`src/rtl/excl_mon_pkg.sv`:
```
package excl_mon_pkg;

    // Result of judging one request cycle
    typedef enum logic [1:0] {
        OUT_IDLE = 2'd0,   // no store this cycle
        OUT_SWAP = 2'd1,   // swap store, passes without a check
        OUT_HIT  = 2'd2,   // checked store, reservation matched
        OUT_MISS = 2'd3    // checked store, rejected
    } st_outcome_e;

    // Strobes of one request cycle
    typedef struct packed {
        logic ld;
        logic st;
        logic swap;
    } excl_req_t;

    // Registered response bundle
    typedef struct packed {
        logic valid;
        logic pass;
        logic issue;
    } excl_resp_t;

    function automatic logic outcome_passes(st_outcome_e o);
        return (o == OUT_SWAP) || (o == OUT_HIT);
    endfunction

    function automatic logic outcome_checked(st_outcome_e o);
        return (o == OUT_HIT) || (o == OUT_MISS);
    endfunction

endpackage

```
`src/rtl/excl_resv_store.sv`:
```
module excl_resv_store #(
    parameter int ADDR_W    = 32,
    parameter int GRAN_BITS = 4
) (
    input  logic              clk,
    input  logic              rst,
    input  logic              install_i,
    input  logic              drop_i,
    input  logic [ADDR_W-1:0] addr_i,
    output logic              valid_o,
    output logic              tag_eq_o
);
    localparam int TAG_W = ADDR_W - GRAN_BITS;

    logic [TAG_W-1:0] tag_q;
    logic             valid_q;
    logic [TAG_W-1:0] req_tag;

    assign req_tag = addr_i[ADDR_W-1:GRAN_BITS];

    // A new load wins over the drop from a store judged in the same cycle
    always_ff @(posedge clk) begin
        if (rst) begin
            valid_q <= 1'b0;
            tag_q   <= '0;
        end else if (install_i) begin
            valid_q <= 1'b1;
            tag_q   <= req_tag;
        end else if (drop_i) begin
            valid_q <= 1'b0;
        end
    end

    assign valid_o  = valid_q;
    assign tag_eq_o = (tag_q == req_tag);
endmodule

```
`src/rtl/excl_judge.sv`:
```
module excl_judge
    import excl_mon_pkg::*;
(
    input  excl_req_t   req_i,
    input  logic        resv_valid_i,
    input  logic        tag_eq_i,
    output st_outcome_e outcome_o
);
    always_comb begin
        if (!req_i.st)
            outcome_o = OUT_IDLE;
        else if (req_i.swap)
            outcome_o = OUT_SWAP;
        else if (resv_valid_i && tag_eq_i)
            outcome_o = OUT_HIT;
        else
            outcome_o = OUT_MISS;
    end
endmodule

```
`src/rtl/excl_fail_tracker.sv`:
```
module excl_fail_tracker #(
    parameter int CNT_W       = 20,
    parameter int WARN_PERIOD = 100000
) (
    input  logic clk,
    input  logic rst,
    input  logic fail_i,
    input  logic clear_i,
    output logic warn_o
);
    localparam int PHASE_W = (WARN_PERIOD > 1) ? $clog2(WARN_PERIOD) : 1;
    localparam logic [PHASE_W-1:0] PHASE_LAST = PHASE_W'(WARN_PERIOD - 1);

    logic [CNT_W-1:0]   cnt_q;
    logic [PHASE_W-1:0] phase_q;
    logic               warn_q;
    logic               saturated;

    assign saturated = &cnt_q;

    always_ff @(posedge clk) begin
        if (rst || clear_i) begin
            cnt_q   <= '0;
            phase_q <= '0;
            warn_q  <= 1'b0;
        end else if (fail_i && !saturated) begin
            cnt_q <= cnt_q + 1'b1;
            if (phase_q == PHASE_LAST) begin
                phase_q <= '0;
                warn_q  <= 1'b1;
            end else begin
                phase_q <= phase_q + 1'b1;
                warn_q  <= 1'b0;
            end
        end else begin
            warn_q <= 1'b0;
        end
    end

    assign warn_o = warn_q;
endmodule

```
`src/rtl/excl_monitor.sv`:
```
module excl_monitor
    import excl_mon_pkg::*;
#(
    parameter int ADDR_W      = 32,
    parameter int GRAN_BITS   = 4,
    parameter int CNT_W       = 20,
    parameter int WARN_PERIOD = 100000
) (
    input  logic              clk,
    input  logic              rst,
    input  logic              ld_excl_i,
    input  logic              st_excl_i,
    input  logic              st_swap_i,
    input  logic [ADDR_W-1:0] addr_i,
    output logic              resp_valid_o,
    output logic              resp_pass_o,
    output logic              store_issue_o,
    output logic              livelock_warn_o
);
    excl_req_t   req;
    st_outcome_e outcome;
    logic        resv_valid;
    logic        tag_eq;
    excl_resp_t  resp_d, resp_q;

    assign req = '{ld: ld_excl_i, st: st_excl_i, swap: st_swap_i};

    excl_resv_store #(
        .ADDR_W   (ADDR_W),
        .GRAN_BITS(GRAN_BITS)
    ) u_resv (
        .clk      (clk),
        .rst      (rst),
        .install_i(req.ld),
        .drop_i   (outcome_checked(outcome)),
        .addr_i   (addr_i),
        .valid_o  (resv_valid),
        .tag_eq_o (tag_eq)
    );

    excl_judge u_judge (
        .req_i       (req),
        .resv_valid_i(resv_valid),
        .tag_eq_i    (tag_eq),
        .outcome_o   (outcome)
    );

    excl_fail_tracker #(
        .CNT_W      (CNT_W),
        .WARN_PERIOD(WARN_PERIOD)
    ) u_track (
        .clk    (clk),
        .rst    (rst),
        .fail_i (outcome == OUT_MISS),
        .clear_i(outcome == OUT_HIT),
        .warn_o (livelock_warn_o)
    );

    always_comb begin
        resp_d.valid = (outcome != OUT_IDLE);
        resp_d.pass  = outcome_passes(outcome);
        resp_d.issue = outcome_passes(outcome);
    end

    always_ff @(posedge clk) begin
        if (rst) resp_q <= '0;
        else     resp_q <= resp_d;
    end

    assign resp_valid_o  = resp_q.valid;
    assign resp_pass_o   = resp_q.pass;
    assign store_issue_o = resp_q.issue;
endmodule

```
`config.mk`:
```
export PLATFORM = sky130hd
export DESIGN_NAME = excl_monitor
export DESIGN_NICKNAME = d
export VERILOG_FILES = /design/src/rtl/excl_mon_pkg.sv /design/src/rtl/excl_resv_store.sv /design/src/rtl/excl_judge.sv /design/src/rtl/excl_fail_tracker.sv /design/src/rtl/excl_monitor.sv
export SDC_FILE = /design/constraint.sdc
export NUM_CORES = 1
export LEC_CHECK = 0
export BUFFER_PORTS_ARGS = -buffer_cell sky130_fd_sc_hd__buf_4
export CAP_MARGIN = 0
export CORE_MARGIN = 2
export CORE_UTILIZATION = 50
export DETAILED_ROUTE_END_ITERATION = 12
export GPL_TIMING_DRIVEN = 0
export PLACE_DENSITY = 0.73
export SKIP_LAST_GASP = 1
export SYNTH_ARGS = -nofsm -noshare
export SYNTH_HDL_FRONTEND = slang
export SYNTH_SLANG_ARGS = --single-unit
```
`constraint.sdc`:
```
create_clock -name clk -period 8.5 [get_ports clk]
set_clock_uncertainty 0.05 [all_clocks]
set_input_delay 1.7 -clock clk [delete_from_list [all_inputs] [get_ports clk]]
set_output_delay 1.7 -clock clk [all_outputs]
set_load 0.05 [all_outputs]
```
Word-level counts from Yosys, hierarchy flattened
Index checks and enable logic that the tools add are counted.

cells by class
  reduce and logical (&&, ||, !) cells = 10
  add/subtract/negate cells = 2
  bitwise gates (word level) = 1
  muxes and demuxes = 7
  equal/unequal tests = 5

operators with widths
  cell                                                 count
  equality test 28 bit                                 1
  adder 20 x 1 -> 20 bit, second input constant        1
  AND reduction 20 bit                                 1
  adder 17 x 1 -> 17 bit, second input constant        1
  equality test 17 bit, second input constant          1
  two-way mux 17 bit                                   1
  equality test 2 bit, second input constant           2
  two-way mux 1 bit                                    4
  two-way mux 2 bit                                    2
  nonzero test 2 bit                                   2
  logical OR 1 bit                                     3
  equality test 2 x 1 -> 1 bit, second input constant  1
  logical AND 1 bit                                    2
  OR reduction 2 bit                                   1
  zero test 1 bit                                      1
  NOT 1 bit                                            1

storage, ports and cells
  flip-flop bits (word level) = 69
  input port bits = 37
  logic and storage cells = 32
  output and inout port bits = 4

Logic depth before layout (Yosys ltp)
  word-level depth = 9
  mapped depth = 11
  mapped depth without buffers = 10

Hierarchy
A second synthesis with hierarchy kept.

unflattened totals
  cell total of the unflattened synthesis = 379
  area total of the unflattened synthesis = 3389.5 um^2

by module, submodules not included
  module             cells each  area an instance (um^2)  times used  sequential area each (um^2)
  excl_fail_tracker  234         1944.4                   1           760.7
  excl_resv_store    131         1318.8                   1           580.6
  excl_monitor       11          108.9                    1           40.0
  excl_judge         3           17.5                     1           0.0

Least setup slack after synthesis
No wires, ideal clock.

  kind = input port to flip-flop
  start point = input addr_i[12]
  end point = register u_track.cnt_q[16]
  path slack = 4.653 ns
  library setup time = 0.058 ns
  cell stages on the path = 11
  arrival time = 3.739 ns
  path through = xor2_1 -> nor4_1 -> nand4b_1 -> o41ai_1 -> inv_1 -> ha_1 -> buf_2 -> nand4_1 -> nor3_1 -> a31oi_1 -> o21a_1

on the way
  cells in the longest elaborated chain, start to end = 7
  elaborated cells between the ends (all ways) = 9
  those cells by class = 3 x eq/ne; 3 x mux; 3 x reduce/logical

ends and longest elaborated chain
  element                                                       line                                              source
  start, declared                                               excl_monitor.sv:14                                input logic [ADDR_W-1:0] addr_i,
  equality test 28 bit *                                        excl_resv_store.sv:35                             assign tag_eq_o = (tag_q == req_tag);
  logical AND 1 bit *                                           excl_judge.sv:14                                  else if (resv_valid_i && tag_eq_i)
  two-way mux 1 bit *                                           excl_judge.sv:14
  two-way mux 2 bit *                                           excl_judge.sv:12                                  else if (req_i.swap)
  two-way mux 2 bit *                                           excl_judge.sv:10                                  if (!req_i.st)
  equality test 2 bit (on tied branches)                        excl_monitor.sv:54, excl_monitor.sv:55
  logical AND 1 bit / logical OR 1 bit (equally long branches)  excl_fail_tracker.sv:26, excl_fail_tracker.sv:22
  end signal, assigned                                          excl_fail_tracker.sv:27                           cnt_q <= cnt_q + 1'b1;
  end, declared                                                 excl_fail_tracker.sv:14                           logic [CNT_W-1:0] cnt_q;

Every way passes the cells marked *; elsewhere a longest branch is shown, timed or not.
A chain may end at the register's enable or synchronous reset.

Final worst setup path
  start point = input addr_i[12]
  end point = register u_track.cnt_q[14]

The elaborated chain is that of the path after synthesis.

==> results.py <==
metrics = {
    "synth": {
        "synth_top_cell_area_share_pct": 41.0,
        "netlist_top_cells_area": "dfxtp_1 41%, mux2i_1 8.3%, xor2_1 6.5%, nor2_1 5.9%, xnor2_1 4.2%",
        "syn_nets": 417,
        "synth_commonest_cells": "69 x dfxtp_1, 53 x nor2_1, 28 x mux2i_1",
        "synth_cells": 375,
        "yosysWarnings": 0,
        "synth_edf_count": 0,
        "ys_seq_area_share_pct": 41.0,
        "synthArstFlopShare_pct": 0,
        "yosysMostFrequentCell": "dfxtp_1",
        "ys_ff_latch": 69,
        "netlist_area_um2": 3370,
        "synthFlopType": "dfxtp_1",
        "yosysUniqueCellTypes": 46,
        "postSynthAreaPerCell_um2": 8.98,
        "synth_area_leader_cell": "dfxtp_1",
    },
    "floorplanning": {
        "fp.dieH_um": 86.1,
        "dieWidth_um": 86.1,
        "die_area_um2": 7410,
        "io_pins": 41,
        "initial_core_util_pct": 52.4,
        "rows": 29,
        "coreArea_um2": 6420,
    },
    "placed_design": {
        "place_ws_ns": 3.89,
        "hpwl_um": 5050,
        "io_buffers": 34,
        "gp_congestion": 0.852,
    },
    "clock_network": {
        "cts_made_buffers": 9,
        "cts_tree": "done",
        "htreeDepth": 3,
        "clk_path_buf_depth": 2,
        "cts.hold.buffers_added": 0,
        "cts_num_sinks": 69,
        "cts_resized": 0,
        "post_cts_buffers": 0,
        "cts-root-buf": "clkbuf_8",
        "cts.clk_slew.worst_paths_ns": 0.06,
        "clkLatencyLatePin_ns": 0.33,
    },
    "timing": {
        "final.min_clock_period_ns": 4.20,
        "hold_violations": 0,
        "setup_tns_ns": 0,
        "worst_slew_pin_slew_ns": 0.792,
        "finalMaxSlewViolations": 0,
        "finalSetupViolCount": 0,
        "rsz0062_at_grt": "no",
        "slew_headroom_pct": 47.2,
        "max_freq_mhz": 238,
        "layout_setup_ws_ns": 4.30,
        "min_period_over_period_pct": 49.4,
    },
    "job": {
        "drv_cap": 0,
    },
    "final_layout": {
        "regArea_um2": 1380,
        "area_growth_pct": 16.3,
        "layout-drive-gt1-share_pct": 16.1,
        "final.fill_count": 579,
        "finalNetCount": 462,
        "n_antenna_cell": 0,
        "multi_input_area_um2": 1870,
    },
    "critical_path": {
        "crit_fanout": 10,
        "start_kind": "input port",
        "critical_path_arrival_ns": 4.35,
        "crit_buf_inv": 3,
        "max_stage_delay_ns": 0.54,
        "worstPathRequired_ns": 8.65,
        "crit_top_cell": "clkbuf_1",
        "path_class": "in2reg",
        "cp_top_family": "buffers and inverters",
        "cp_cell_sequence": "buf_4, xor2_1, nor4_1, nand4b_1, o41ai_1, ha_1, or2_2, clkbuf_1, clkbuf_1, nor2_1",
        "endpoint_kind": "register",
        "slowest_stage": "o41ai_1",
    },
    "power_and_ir_drop": {
        "clockPowerShare_pct": 39.9,
        "p_sw_w": 0.000153,
        "power.share.combinational_pct": 9.7,
        "peakVddDrop_mv": 0.115,
        "intPower_w": 0.000520,
        "cellPowerDensity_nw_per_um2": 172,
        "p_leak_nw": 1.52,
        "seqPwrFrac_pct": 50.4,
        "switching_share_pct": 22.7,
    },
    "run_status": {
        "status": "completed",
    },
    "grt": {
        "grt_pass1_vias": 2696,
        "grt_usage_pct": 20.6,
        "grt_max_degree": 11,
        "antenna_found_initial": 0,
        "grt_pass1_wl_um": 12200,
        "grt-ovfl-total": 0,
    },
    "drt": {
        "vias_per_cell": 5.66,
        "vias": 2829,
        "drcViolationCount": 0,
        "dr.pass1.iters": 5,
        "wl_um": 7080,
        "drt_iter0_markers": 108,
        "ant_nets": 0,
        "routedWlPerCell_um": 14.2,
    },
    "min_path": {
        "worstHoldPathType": "reg2reg",
    },
}
==> worst paths after layout <==
path	start	end	slack [ns]	cells after the start
hold reg to reg	u_track.cnt_q[1]	u_track.cnt_q[1]	0.44	2
hold / removal	u_track.cnt_q[1]	u_track.cnt_q[1]	0.44	2
setup reg to reg	u_resv.tag_q[8]	u_track.cnt_q[14]	5.45	9
setup / recovery	addr_i[12]	u_track.cnt_q[14]	4.30	10
==> power by group through the flow <==
| stage | registers (W) | clock network, W | logic [W] |
|---|---|---|---|
| 2_1_floorplan | 0.000348 | 0 | 0.0000385 |
| 3_3_place_gp | 0.000346 | 0 | 0.0000640 |
| 3_5_place_dp | 0.000347 | 0 | 0.0000653 |
| 4_1_cts | 0.000339 | 0.000277 | 0.0000658 |
| 5_1_grt | 0.000340 | 0.000288 | 0.0000722 |
| 6_report | 0.000339 | 0.000268 | 0.0000654 |
==> logic make-up (layout without fill, tap and decap cells) <==
logic type / Yosys count / after routing / share of synthesized area, %
compound gates: 58 / 58 / 12.3
xor+xnor: 41 / 41 / 10.7
fa+ha+maj: 5 / 5 / 1.86
buf+inv: 24 / 72 / 3.45
flops: 69 / 69 / 41.0
mux: 28 / 28 / 8.32
simple gates: 150 / 150 / 22.4
==> registers in the layout, indices dropped and copies added (netlist names) <==
register / flops
u_resv.tag_q: 28
u_track.cnt_q: 20
u_track.phase_q: 17
resp_valid_o: 1
store_issue_o: 1
u_resv.valid_o: 1
u_track.warn_o: 1
==> metrics by stage <==
stage / instance area, um2 / cells / hold slack, ns / total power (W) / util [%]
after floorplan: 3370 / 375 / 0.398 / 0.000386 / -
after global placement: 3720 / 486 / 0.407 / 0.000410 / 57.9
after detailed placement: 3720 / 486 / 0.428 / 0.000412 / 57.9
after CTS: 3920 / 500 / 0.436 / 0.000682 / 61.0
after global routing: 3920 / 500 / 0.469 / 0.000700 / 61.0
final: 3920 / 500 / 0.435 / 0.000673 / 61.0
==> layout make-up <==
type / count / share of cell area, %
Clock inverter: 1 / 0.766
Sequential cell: 69 / 35.2
Multi-Input combinational cell: 282 / 47.7
Timing Repair Buffer: 34 / 6.51
Inverter: 6 / 0.575
Buffer: 18 / 2.39
Tap cell: 77 / 2.46
Clock buffer: 13 / 4.31
==> layer usage <==
metal  vias up  GRT usage, %  wire length, um  part of all wire (%)
li1       1431             -                -                     -
met1      1339          26.1             3270                    46
met2        53          34.2             3430                    48
met3         6          5.58              310                   4.4
met4         0          6.35               68                  0.96
met5         -             0                0                     0
==> cells in the final DEF, fill, tap and decap left out, types with 5 or more instances in the layout <==
cell type	instances
dfxtp_1	69
nor2_1	53
buf_4	36
mux2i_1	28
xor2_1	25
nand2_1	24
a21oi_1	17
xnor2_1	16
o21ai_0	14
nand4_1	12
nand3_1	12
clkbuf_8	12
clkbuf_1	11
or3_1	11
nor3_1	9
nor4_1	8
inv_1	6
o211ai_1	6
ha_1	5
==> tightest hold or removal path: stages, from the launching register on <==
cell and delay, ns:
dfxtp_1 0.32, nand2_1 0.06, a21oi_1 0.06
Power figures use the tool's default switching activity.
